## config.mk

```make
export PLATFORM = sky130hd
export DESIGN_NAME = chain_readout_arbiter
export DESIGN_NICKNAME = d
export VERILOG_FILES = /design/src/rtl/chain_rd_pkg.sv /design/src/rtl/pkt_fifo.sv /design/src/rtl/serial_packer.sv /design/src/rtl/rr_arbiter.sv /design/src/rtl/chain_readout_arbiter.sv
export SDC_FILE = /design/constraint.sdc
export NUM_CORES = 1
export LEC_CHECK = 0
export BUFFER_PORTS_ARGS = -buffer_cell sky130_fd_sc_hd__buf_2
export CORE_AREA = 2 2 324 326
export DETAILED_ROUTE_END_ITERATION = 12
export DIE_AREA = 0 0 326 328
export GPL_TIMING_DRIVEN = 0
export PLACE_DENSITY = 0.4
export REMOVE_ABC_BUFFERS = 1
export SLEW_MARGIN = 5
export SYNTH_ARGS = -nofsm -noshare
export SYNTH_HDL_FRONTEND = slang
export SYNTH_SLANG_ARGS = --single-unit
export TNS_END_PERCENT = 100
```

## constraint.sdc

```tcl
create_clock -name clk -period 11.7 [get_ports clk]
set_input_delay 2.925 -clock clk [delete_from_list [all_inputs] [get_ports clk]]
set_output_delay 2.925 -clock clk [all_outputs]
set_load 0.02 [all_outputs]
```

## src/rtl/chain_rd_pkg.sv

```systemverilog
package chain_rd_pkg;
   localparam int SRC_N = 3;
   typedef enum logic [1:0] {
      SRC_EVT = 2'd0,
      SRC_REG = 2'd1,
      SRC_UP  = 2'd2
   } src_e;
endpackage

```

## src/rtl/pkt_fifo.sv

```systemverilog
module pkt_fifo #(
   parameter int W     = 55,
   parameter int DEPTH = 4,
   localparam int AW   = (DEPTH > 1) ? $clog2(DEPTH) : 1,
   localparam int LW   = $clog2(DEPTH + 1)
) (
   input  logic          clk,
   input  logic          rst_n,
   input  logic          push,
   input  logic [W-1:0]  din,
   input  logic          pop,
   output logic [W-1:0]  dout,
   output logic          empty,
   output logic          full,
   output logic [LW-1:0] level
);
   if (DEPTH < 1) begin : g_bad_depth
      $error("pkt_fifo: DEPTH must be at least 1");
   end

   logic [W-1:0]  mem [DEPTH];
   logic [AW-1:0] wr_ptr, rd_ptr;
   logic          do_push, do_pop;

   assign empty   = (level == '0);
   assign full    = (level == LW'(DEPTH));
   assign do_push = push && !full;
   assign do_pop  = pop && !empty;
   assign dout    = mem[rd_ptr];

   always_ff @(posedge clk) begin
      if (do_push) mem[wr_ptr] <= din;
   end

   always_ff @(posedge clk) begin
      if (!rst_n) begin
         wr_ptr <= '0;
         rd_ptr <= '0;
         level  <= '0;
      end else begin
         if (do_push) wr_ptr <= (wr_ptr == AW'(DEPTH - 1)) ? '0 : wr_ptr + 1'b1;
         if (do_pop)  rd_ptr <= (rd_ptr == AW'(DEPTH - 1)) ? '0 : rd_ptr + 1'b1;
         level <= level + LW'(do_push) - LW'(do_pop);
      end
   end
endmodule

```

## src/rtl/serial_packer.sv

```systemverilog
module serial_packer #(
   parameter int W   = 55,
   localparam int CW = $clog2(W)
) (
   input  logic         clk,
   input  logic         rst_n,
   input  logic         bit_i,
   input  logic         stb_i,
   output logic [W-1:0] pkt_o,
   output logic         done_o,
   output logic         busy_o
);
   if (W < 2) begin : g_bad_width
      $error("serial_packer: W must be at least 2");
   end

   logic [W-2:0]  sh;
   logic [CW-1:0] cnt;

   assign done_o = stb_i && (cnt == CW'(W - 1));
   assign pkt_o  = {sh, bit_i};
   assign busy_o = (cnt != '0);

   always_ff @(posedge clk) begin
      if (!rst_n) begin
         sh  <= '0;
         cnt <= '0;
      end else if (stb_i) begin
         sh  <= {sh[W-3:0], bit_i};
         cnt <= done_o ? '0 : cnt + 1'b1;
      end
   end
endmodule

```

## src/rtl/rr_arbiter.sv

```systemverilog
module rr_arbiter #(
   parameter int N   = 3,
   localparam int IW = (N > 1) ? $clog2(N) : 1
) (
   input  logic          clk,
   input  logic          rst_n,
   input  logic [N-1:0]  req,
   input  logic          advance,
   output logic [N-1:0]  grant,
   output logic [IW-1:0] idx,
   output logic          any
);
   logic [IW-1:0] last;

   always_comb begin
      grant = '0;
      idx   = '0;
      any   = 1'b0;
      for (int k = 1; k <= N; k++) begin
         int cand;
         cand = (int'(last) + k) % N;
         if (!any && req[cand]) begin
            any         = 1'b1;
            idx         = IW'(cand);
            grant[cand] = 1'b1;
         end
      end
   end

   always_ff @(posedge clk) begin
      if (!rst_n)                last <= IW'(N - 1);
      else if (advance && any)   last <= idx;
   end
endmodule

```

## src/rtl/chain_readout_arbiter.sv

```systemverilog
module chain_readout_arbiter
   import chain_rd_pkg::*;
#(
   parameter int PKT_BITS  = 55,
   parameter int EVT_DEPTH = 4,
   parameter int REG_DEPTH = 2,
   parameter int UP_DEPTH  = 4
) (
   input  logic                clk,
   input  logic                rst_n,
   input  logic                evt_wr_i,
   input  logic [PKT_BITS-1:0] evt_pkt_i,
   output logic                evt_full_o,
   input  logic                reg_wr_i,
   input  logic [PKT_BITS-1:0] reg_pkt_i,
   output logic                reg_full_o,
   input  logic                up_bit_i,
   input  logic                up_stb_i,
   output logic                xon_up_o,
   input  logic                xon_dn_i,
   output logic                ser_bit_o,
   output logic                ser_valid_o
);
   localparam int CW    = $clog2(PKT_BITS);
   localparam int UP_LW = $clog2(UP_DEPTH + 1);
   localparam int IW    = $clog2(SRC_N);

   if (PKT_BITS < 2) begin : g_bad_pkt
      $error("chain_readout_arbiter: PKT_BITS must be at least 2");
   end

   logic [PKT_BITS-1:0] head [SRC_N];
   logic [SRC_N-1:0]    nonempty, grant, pops;
   logic [IW-1:0]       pick;
   logic                any_req;
   logic                evt_empty, reg_empty, up_empty;
   logic                up_full, up_push, up_busy;
   logic [PKT_BITS-1:0] up_pkt;
   logic [UP_LW-1:0]    up_level;
   logic [$clog2(EVT_DEPTH+1)-1:0] evt_level;
   logic [$clog2(REG_DEPTH+1)-1:0] reg_level;

   logic [PKT_BITS-1:0] shreg;
   logic [CW-1:0]       bit_cnt;
   logic                busy, boundary, start;

   pkt_fifo #(.W(PKT_BITS), .DEPTH(EVT_DEPTH)) u_evt_fifo (
      .clk(clk), .rst_n(rst_n), .push(evt_wr_i), .din(evt_pkt_i),
      .pop(pops[SRC_EVT]), .dout(head[SRC_EVT]), .empty(evt_empty),
      .full(evt_full_o), .level(evt_level));

   pkt_fifo #(.W(PKT_BITS), .DEPTH(REG_DEPTH)) u_reg_fifo (
      .clk(clk), .rst_n(rst_n), .push(reg_wr_i), .din(reg_pkt_i),
      .pop(pops[SRC_REG]), .dout(head[SRC_REG]), .empty(reg_empty),
      .full(reg_full_o), .level(reg_level));

   serial_packer #(.W(PKT_BITS)) u_up_packer (
      .clk(clk), .rst_n(rst_n), .bit_i(up_bit_i), .stb_i(up_stb_i),
      .pkt_o(up_pkt), .done_o(up_push), .busy_o(up_busy));

   pkt_fifo #(.W(PKT_BITS), .DEPTH(UP_DEPTH)) u_up_fifo (
      .clk(clk), .rst_n(rst_n), .push(up_push), .din(up_pkt),
      .pop(pops[SRC_UP]), .dout(head[SRC_UP]), .empty(up_empty),
      .full(up_full), .level(up_level));

   // room is reserved for a packet as soon as its first bit arrives
   assign xon_up_o = (32'(up_level) + 32'(up_busy)) < UP_DEPTH;

   assign nonempty = {!up_empty, !reg_empty, !evt_empty};

   rr_arbiter #(.N(SRC_N)) u_rr (
      .clk(clk), .rst_n(rst_n), .req(nonempty), .advance(start),
      .grant(grant), .idx(pick), .any(any_req));

   assign boundary = !busy || (bit_cnt == CW'(PKT_BITS - 1));
   assign start    = boundary && xon_dn_i && any_req;
   assign pops     = grant & {SRC_N{start}};

   always_ff @(posedge clk) begin
      if (!rst_n) begin
         shreg   <= '0;
         bit_cnt <= '0;
         busy    <= 1'b0;
      end else if (start) begin
         shreg   <= head[pick];
         bit_cnt <= '0;
         busy    <= 1'b1;
      end else if (busy) begin
         shreg   <= {shreg[PKT_BITS-2:0], 1'b0};
         bit_cnt <= bit_cnt + 1'b1;
         if (bit_cnt == CW'(PKT_BITS - 1)) busy <= 1'b0;
      end
   end

   assign ser_bit_o   = shreg[PKT_BITS-1];
   assign ser_valid_o = busy;
endmodule

```

Yosys cells after proc, flatten, opt, wreduce, memory -nomap -nowiden
Memory sizes are Yosys's and may differ from the RTL's. A register that Yosys moved wholly into a read port is not among the register bits.
Index checks and enable logic that the tools add are counted.
Widths: inputs -> output; s select.
{"block": "word_totals", "mem_bits_ro": 0, "mem_bits_rw": 550, "input_bits": 117, "n_memories": 3, "output_inout_bits": 5, "latchBits": 0, "wordCells": 143, "regBits": 142}
{"memory": "u_evt_fifo.mem", "depth": 4, "width": 55, "rd": 1, "rd_ports_with_merged_regs": 1, "write_ports": 1, "line": "pkt_fifo.sv:21", "text": "logic [W-1:0] mem [DEPTH];"}
{"memory": "u_up_fifo.mem", "depth": 4, "width": 55, "rd": 1, "rd_ports_with_merged_regs": 1, "write_ports": 1, "line": "pkt_fifo.sv:21"}
{"memory": "u_reg_fifo.mem", "depth": 2, "width": 55, "rd": 1, "rd_ports_with_merged_regs": 1, "write_ports": 1, "line": "pkt_fifo.sv:21"}
{"block": "op_classes", "n_reduce_logical": 31, "mul": 0, "div": 3, "n_shift": 0, "n_mux": 51, "n_bitwise": 5, "add_sub_neg": 18, "magnitude_cmp": 8, "eq_ne": 9}
{"operator": "$mux 55", "count": 4}
{"operator": "$bmux 55 s2", "count": 1}
{"operator": "$ge 32x1->1 const B", "count": 3}
{"operator": "$lt 32x4->1 const B", "count": 3}
{"operator": "$mod 32x3->32 const B", "count": 3}
{"operator": "$mux 1", "count": 25}
{"operator": "$mux 2", "count": 11}
{"operator": "$logic_and 1x1->1", "count": 15}
{"operator": "$add 6x1->6 const B", "count": 2}
{"operator": "$eq 6x6->1 const B", "count": 2}
{"operator": "$eq 2x2->1 const B", "count": 5}
{"operator": "$logic_not 1->1", "count": 9}
{"operator": "$mux 3", "count": 3}
{"operator": "$add 2x1->2 const B", "count": 4}
{"operator": "$add 2x2->3 const B", "count": 2}
{"operator": "$add 3x1->3", "count": 2}
{"operator": "$bmux 1 s2", "count": 3}
{"operator": "$demux 1 s2", "count": 3}
{"operator": "$eq 3x3->1 const B", "count": 2}
{"operator": "$logic_not 3->1", "count": 2}
{"operator": "$mux 6", "count": 1}
{"operator": "$or 3x3->3", "count": 2}
{"operator": "$reduce_bool 6->1", "count": 1}
{"operator": "$sub 3x1->3", "count": 2}
{"operator": "other kinds (14)", "count": 15}

Logic depth before layout (Yosys ltp)
Gate-level depths: netlist of the first run.
{"block": "logic_depth", "ltp_word": 17, "ltp_mapped": 17}

Modules after synthesis
From an unflattened synthesis of the first run, not the netlist that was laid out.
{"block": "hier_totals", "hier_cells": 1566, "area_unflattened_um2": 28290.9}
{"module": "pkt_fifo (u_evt_fifo ...)", "area_each_um2": 8490.6, "instances": 2, "cells_each": 340}
{"module": "pkt_fifo (u_reg_fifo)", "area_each_um2": 4456.8, "instances": 1, "cells_each": 196}
{"module": "chain_readout_arbiter", "area_each_um2": 4083.9, "instances": 1, "cells_each": 423}
{"module": "serial_packer", "area_each_um2": 2351.0, "instances": 1, "cells_each": 212}
{"module": "rr_arbiter", "area_each_um2": 417.9, "instances": 1, "cells_each": 55}

Least setup slack after synthesis of the first run
No wires, ideal clock.
{"block": "synth_path", "path_kind": "input port to flip-flop", "start": "input port reg_wr_i", "end": "memory u_reg_fifo.mem[0][0], enable pin", "required_ns": 11.231, "slack_ns": 5.905, "n_path_buf": 0, "t_arrival_ns": 5.326, "cell_stages": 2, "path_cell_list": "nand2_1 -> nor2_1"}
{"block": "synth_between", "elab_chain_cells": 3}
{"item": "start: declaration", "line": "chain_readout_arbiter.sv:14", "text": "input logic reg_wr_i,"}
{"item": "$logic_and 1x1->1", "line": "pkt_fifo.sv:27", "text": "assign do_push = push && !full;"}
{"item": "$mux 1", "line": "pkt_fifo.sv:32", "text": "if (do_push) mem[wr_ptr] <= din;"}
{"item": "$mux 1 (implied by the code)", "line": "pkt_fifo.sv:32"}
{"item": "end: declaration", "line": "pkt_fifo.sv:21"}
Every way passes these cells.

Worst setup path in the final report of the first run
{"block": "layout_path", "start": "input port xon_dn_i", "end": "register u_evt_fifo.level[2]"}
{"block": "layout_between", "elab_chain_cells": 5}
{"item": "start: declaration", "line": "chain_readout_arbiter.sv:20", "text": "input logic xon_dn_i,"}
{"item": "$logic_and 1x1->1 (2 in series)", "line": "chain_readout_arbiter.sv:76", "text": "assign start = boundary && xon_dn_i && any_req;"}
{"item": "$and 3x3->3", "line": "chain_readout_arbiter.sv:77", "text": "assign pops = grant & {SRC_N{start}};"}
{"item": "$logic_and 1x1->1", "line": "pkt_fifo.sv:28", "text": "assign do_pop = pop && !empty;"}
{"item": "named net u_evt_fifo.do_pop", "line": "pkt_fifo.sv:23", "text": "logic do_push, do_pop;"}
{"item": "$sub 3x1->3", "line": "pkt_fifo.sv:43", "text": "level <= level + LW'(do_push) - LW'(do_pop);"}
{"item": "end signal: assignment", "line": "pkt_fifo.sv:43"}
{"item": "end: declaration", "line": "pkt_fifo.sv:15", "text": "output logic [LW-1:0] level"}
The timed path passes the listed nets, and every way through them passes these cells.
A chain may end at the register's enable or synchronous reset.

==> results of run 1 <==
-- critical path, stage by stage --
cell	delay, ns
buf_2	0.11
nand3_1	0.08
o32a_1	0.39
a41oi_4	0.67
o311ai_1	0.39
inv_1	0.12
ha_1	0.23
inv_1	0.06
ha_1	0.13
inv_1	0.05
fa_1	0.38
xnor2_1	0.15
xnor2_1	0.13
and2_1	0.15
-- flip-flops by register name, summed over array words and instances (netlist names), named ones only --
| register | cells |
|---|---|
| u_evt_fifo.mem | 220 |
| u_up_fifo.mem | 220 |
| u_reg_fifo.mem | 110 |
| shreg | 55 |
| u_up_packer.sh | 54 |
| bit_cnt | 6 |
| u_up_packer.cnt | 6 |
| u_evt_fifo.level | 3 |
| u_up_fifo.level | 3 |
| u_evt_fifo.rd_ptr | 2 |
| u_evt_fifo.wr_ptr | 2 |
| u_reg_fifo.level | 2 |
| u_rr.last | 2 |
| u_up_fifo.rd_ptr | 2 |
| u_up_fifo.wr_ptr | 2 |
| ser_valid_o | 1 |
| u_reg_fifo.rd_ptr | 1 |
| u_reg_fifo.wr_ptr | 1 |
-- where the power goes --
part / total [mW] / internal (mW) / switching [mW] / leakage (nW)
clock network: 2.37 / 1.40 / 0.976 / 1.18
registers: 3.03 / 2.90 / 0.136 / 6.47
logic: 1.88 / 0.732 / 1.15 / 3.14
-- metrics by stage --
stage | utilization (%) | instances | hold WS, ns | total power, mW
after floorplan | - | 1527 | 0.459 | 4.08
after CTS | 32.0 | 3202 | 0.506 | 7.43
final | 32.0 | 3205 | 0.504 | 7.29
after global placement | 28.7 | 3028 | 0.483 | 4.87
after detailed placement | 29.7 | 3066 | 0.498 | 5.02
after global routing | 32.0 | 3202 | 0.530 | 7.64
-- routing by layer --
metal | routed length [um] | part of all wire (%)
met1 | 31000 | 43
met2 | 36300 | 50
met3 | 3670 | 5.0
met4 | 1780 | 2.4
met5 | 33 | 0.045
-- worst max-delay path by stage --
stage	depth (start not counted)	slack [ns]	to
after detailed placement	14	5.63	u_evt_fifo.level[2]$_SDFF_PN0_
final	14	6.27	u_evt_fifo.level[2]$_SDFF_PN0_
after CTS	14	6.29	u_evt_fifo.level[2]$_SDFF_PN0_
after floorplan	13	4.02	u_evt_fifo.level[2]$_SDFF_PN0_
after global placement	13	-0.62	u_evt_fifo.level[2]$_SDFF_PN0_
after global routing	14	6.13	u_evt_fifo.level[2]$_SDFF_PN0_
-- layout by cell type (no fill, tap or decap), drive strengths merged, types with 3 or more instances in the layout --
cell type | Yosys | final
nand3 | 10 | 10
nand2 | 27 | 27
a21oi | 56 | 56
o21a | 6 | 6
a211oi | 5 | 5
nor3 | 110 | 110
diode | 0 | 3
nor3b | 55 | 55
clkbuf | 92 | 105
o21ai | 12 | 12
clkinv | 0 | 18
mux4 | 110 | 110
or3 | 3 | 3
ha | 25 | 25
nor2 | 26 | 26
clkinvlp | 0 | 4
inv | 22 | 24
o22ai | 3 | 3
nor2b | 65 | 65
edfxtp | 550 | 550
nand4 | 5 | 5
a21boi | 5 | 5
buf | 25 | 159
o32a | 3 | 3
a31o | 53 | 53
mux2i | 112 | 112
xnor2 | 8 | 8
a2111oi | 53 | 53
and2 | 22 | 22
bufinv | 0 | 7
xor2 | 7 | 7
dfxtp | 147 | 147
-- cells by family after synthesis --
family	Yosys count	share of synthesized area, %
multiplexers	223	13.0
XOR/XNOR	15	0.474
adder cells (fa/ha/maj)	27	1.27
AND/OR/NAND/NOR	333	6.84
AO/OA/AOI/OAI	210	6.17
buffers and inverters	139	2.10
flip-flops	697	70.1
-- cell type report --
class	instances	area, um^2
tap	1380	1730
sequential	697	19500
timing repair buffer	159	1540
clock inverter	31	343
multi-input combinational	808	7800
clock buffer	105	2080
antenna	3	7.51
fill	9978	70100
inverter	22	82.6
==> flow_summary_export.csv, run 1 <==
group,metric,value,unit
global_route,grt_pass1_vias,15800,
global_route,grt_use_met1,17.3,%
sta,slew_headroom,39.2,%
drt,first_iter_violations,850,
die,initial_core_util,26.9,%
clocking,clk_path_buf_depth,3,
global_route,grt_max_degree,80,
job,maxCapViolations,0,
placed_design,place_area,0.0306,mm^2
critical_path,crit_path_end_kind,"register",
layout,drive_gt1_share,25.0,%
critical_path,r2r-end,"u_evt_fifo.level[2]$_SDFF_PN0_",
logic_synthesis,netlist_instances,1644,
sta,rsz0062_at_grt,"no",
drt,vias,15000,
critical_path,reg2regPathDepth,13,
global_route,grt-busiest-layer,"met2",
sta,finalCritPeriodShare,46.4,%
placed_design,gp_congestion,0.706,
sta,max_freq,0.184,GHz
clocking,ctsResizeCount,0,
global_route,grt_util_met2,23.4,%
global_route,grt.overflow.total,0,
critical_path,required,12.21,ns
logic_synthesis,ys_ff_latch,697,
logic_synthesis,yosysMostFrequentCell,"edfxtp_1",
clocking,postCtsHoldBufs,0,
critical_path,r2r_slack,7.55,ns
placed_design,port_buffers,121,
logic_synthesis,ys_top_cells_by_count,"550 x edfxtp_1, 147 x dfxtp_1, 112 x mux2i_1",
clocking,insertion_delay,0.61,ns
power,power.leakage,10.8,nW
clocking,cts_htree_levels,3,
clocking,post_cts.repair.setup_buffers,0,
sta,hold_violations,0,
die,die_area,0.107,mm^2
drt,finalWirelength,72800,um
drt,wire_per_inst,22.7,um
critical_path,crit_path_start,"xon_dn_i",
global_route,antenna_found_initial,9,
placed_design,dp_hpwl,46500,um
logic_synthesis,async_flop_share,0,%
logic_synthesis,yosys.area.top_type,"edfxtp_1",
sta,slew_viol_final,0,
global_route,use_met3,2.71,%
logic_synthesis,ys.flop_type,"edfxtp_1",
power,ir_drop,271,uV
critical_path,worstSetupPathType,"in2reg",
die,die_h,328,um
layout,syn_to_final_growth,19.2,%
clocking,cts_root_buffer,"clkbuf_16",
critical_path,crit_arrival,5.94,ns
global_route,grt_pass1_wl,108000,um
status,status,"finished, final reports clean",
sta,min_period,5.43,ns
critical_path,critPathMaxFanout,13,
hold_path,min_from,"u_up_fifo.rd_ptr[0]$_SDFFE_PN0P_",
sta,setup_viol,0,
drt,drcViolationCount,0,
sta,worst_slew_pin_slew,0.912,ns
critical_path,cp-start-kind,"input pin",
clocking,cts-buffers-inserted,75,
die,ios,122,
hold_path,hold_path_depth,2,
die,die_x,326,um
logic_synthesis,synth_edf_count,550,
sta,fin_tns_setup,0,ns
logic_synthesis,synth_seq_area_share,70.1,%
die,fp-row-count,118,
clocking,clkSinkCount,697,
clocking,cts_tree,"built",
drt,via_per_inst,4.69,
layout,fin_area,0.0331,mm^2
placed_design,dp_slack,5.63,ns
drt,drt-pass1-iter-count,5,
layout,fin_nets,1907,
hold_path,holdCritPathClass,"reg2reg",
power,power_density,220,mW/mm^2
sta,worst_clock_skew,0.0192,ns
logic_synthesis,syn_area_per_cell,16.9,um^2
clocking,path_clk_slew,0.06,ns
global_route,grt_usage,13.7,%
logic_synthesis,ys_types,59,
logic_synthesis,synthTopCellsByArea,"edfxtp_1 60%, dfxtp_1 11%, mux4_2 8.9%",
sta,setup_slack,6.27,ns
logic_synthesis,synth_top_area_share,59.5,%
die,coreArea,0.103,mm^2
critical_path,worstReg2RegStart,"u_up_fifo.level[1]$_SDFF_PN0_",
logic_synthesis,syn_area,0.0277,mm^2
drt,ant_nets,0,
logic_synthesis,yosysWarningCount,0,
Power figures use the tool's default switching activity.
==> run 2: changes to the inputs <==
--- a/config.mk
+++ b/config.mk
@@ -10,7 +10,7 @@
 export DETAILED_ROUTE_END_ITERATION = 12
 export DIE_AREA = 0 0 326 328
 export GPL_TIMING_DRIVEN = 0
-export PLACE_DENSITY = 0.4
+export PLACE_DENSITY = 0.42
 export REMOVE_ABC_BUFFERS = 1
 export SLEW_MARGIN = 5
 export SYNTH_ARGS = -nofsm -noshare
==> constraint.sdc (replaced) <==
create_clock -name clk -period 4.6 [get_ports clk]
set_input_delay 1.15 -clock clk [delete_from_list [all_inputs] [get_ports clk]]
set_output_delay 1.15 -clock clk [all_outputs]
set_load 0.02 [all_outputs]
==> run 2 against run 1 <==
Core utilization is 0.062 points lower. Sequential share of layout area is 0.11 points higher. Flip-flop and latch count unchanged. Clock power increased to 2.5 times the previous value. Sequential power rose to 2.6 times the previous value. Global-route usage decreased by 0.27 points. Clock-buffer cell count is 2 higher. Clock skew is 0.0045 ns higher. Combinational power rose by 150%. Total power increased to 2.5 times the previous value. Design area down 0.19%. First-iteration DRC count up 17%. Critical path type is now reg2reg. Largest cell class unchanged.
==> flow_summary_export.csv, run 2 (synthesis results as in run 1) <==
group,metric,value,unit
clocking,clkSinkCount,697,
die,fp-row-count,118,
clocking,clk_path_buf_depth,3,
sta,setup_slack,0.469,ns
power,ir_drop,352,uV
sta,finalCritPeriodShare,89.8,%
placed_design,dp_slack,0.389,ns
clocking,cts_root_buffer,"clkbuf_16",
layout,layout_common_cells,"550 x edfxtp_1, 141 x dfxtp_1, 119 x buf_2",
clocking,postCtsHoldBufs,0,
die,die_h,328,um
global_route,grt_pass1_vias,15700,
placed_design,dp_hpwl,45200,um
power,power.leakage,10.7,nW
power,internal_power,12.7,mW
power,power_density,556,mW/mm^2
drt,vias,14800,
sta,worst_clock_skew,0.0237,ns
job,maxCapViolations,0,
clocking,ctsResizeCount,0,
sta,worst_slew_pin_slew,0.918,ns
placed_design,gp_congestion,0.729,
critical_path,crit_buf_inv,3,
placed_design,port_buffers,121,
critical_path,required,5.12,ns
global_route,grt_pass1_wl,107000,um
hold_path,hold_path_depth,2,
critical_path,crit_path_max_incr_delay,0.83,ns
critical_path,reg2regPathDepth,13,
critical_path,critPathMaxFanout,9,
global_route,grt_usage,13.4,%
sta,min_period,4.13,ns
sta,holdWs,0.507,ns
clocking,cts_tree,"built",
status,status,"finished, final reports clean",
power,seqPwrFrac,42.1,%
critical_path,crit_family,"compound AO/OA/AOI/OAI gates",
die,initial_core_util,26.9,%
layout,top_regs,"u_evt_fifo.mem x220, u_up_fifo.mem x220, u_reg_fifo.mem x110",
die,die_x,326,um
layout,fin_nets,1906,
global_route,antenna_found_initial,5,
drt,finalWirelength,71700,um
power,pwr-share-comb,25.5,%
drt,wire_per_inst,22.4,um
sta,setup_viol,0,
global_route,grt.overflow.total,0,
critical_path,cp-start-kind,"register",
power,swShare,30.9,%
power,pwr-share-clk,32.4,%
sta,max_freq,0.242,GHz
layout,layout_commonest_cell,"edfxtp_1",
power,switching_power,5.67,mW
layout,fillers,9966,
critical_path,cp_cell_sequence,"or3_1 -> a222oi_1 -> a211oi_1 -> o311ai_1 -> inv_1 -> ha_1 -> inv_1 -> ha_1 -> inv_1 -> fa_1 -> xnor2_1 -> xnor2_1 -> and2_1",
critical_path,crit_arrival,4.65,ns
drt,drt-pass1-iter-count,5,
drt,ant_nets,0,
drt,first_iter_violations,996,
global_route,grt_max_degree,82,
sta,rsz0062_at_grt,"no",
sta,slew_viol_final,0,
layout,drive_gt1_share,24.9,%
critical_path,worstSetupPathType,"reg2reg",
clocking,post_cts.repair.setup_buffers,0,
clocking,cts_htree_levels,3,
drt,via_per_inst,4.62,
drt,drcViolationCount,0,
die,die_area,0.107,mm^2
critical_path,worst-path-stages,13,
clocking,cts-buffers-inserted,75,
critical_path,crit_path_frequent_cell,"inv_1",
die,ios,122,
hold_path,holdCritPathClass,"reg2reg",
sta,slew_headroom,38.8,%
clocking,insertion_delay,0.62,ns
layout,syn_to_final_growth,19.0,%
clocking,path_clk_slew,0.06,ns
critical_path,cp_slowest_cell,"a222oi_1",
critical_path,crit_path_end_kind,"register",
sta,hold_violations,0,
die,coreArea,0.103,mm^2
## run 2: per-stage QoR
step	cells	util [%]	instance area, um^2	setup TNS [ns]	total power, mW
after detailed placement	3065	29.6	30600	0	12.7
final	3203	32.0	33000	0	18.3
after global placement	3028	28.7	29600	-1236.56	12.3
after floorplan	1527	-	27200	-32.79	10.4
after CTS	3202	32.0	33000	0	18.7
after global routing	3202	32.0	33000	0	19.2
## run 2: power groups by stage
stage	Clock (mW)	Sequential, mW	Combinational [mW]
2_1_floorplan	0	7.85	2.52
3_3_place_gp	0	8.11	4.20
3_5_place_dp	0	7.87	4.79
4_1_cts	6.13	7.74	4.80
5_1_grt	6.35	7.80	5.05
6_report	5.93	7.73	4.68
## run 2: layout make-up
type	instances	area [um^2]	share of cell area [%]
Inverter	22	82.6	0.250
Sequential cell	697	19500	59.0
Multi-Input combinational cell	808	7800	23.6
Clock buffer	107	2120	6.42
Clock inverter	30	289	0.876
Tap cell	1380	1730	5.23
Timing Repair Buffer	158	1500	4.54
Antenna cell	1	2.50	0.00758
## run 2: metal layers
metal	share of wire (%)	vias up	track usage [%]
li1	-	6778	-
met3	4.0	93	2.65
met1	44	7703	17.1
met5	0.057	-	0
met2	49	210	22.9
met4	2.2	6	4.28
## run 2: tightest hold or removal path: stages, from the launching register on
cell and delay [ns]:
dfxtp_1 0.31, nand3_1 0.07, o21ai_0 0.08
## run 2: path summary, 6_finish.rpt
path	start	endpoint	slack (ns)
max	u_up_fifo.level[1]$_SDFF_PN0_	u_evt_fifo.level[2]$_SDFF_PN0_	0.47
min	u_up_fifo.rd_ptr[1]$_SDFFE_PN0P_	register	0.51
max reg2reg	u_up_fifo.level[1]$_SDFF_PN0_	u_evt_fifo.level[2]$_SDFF_PN0_	0.47
min reg2reg	u_up_fifo.rd_ptr[1]$_SDFFE_PN0P_	register	0.51
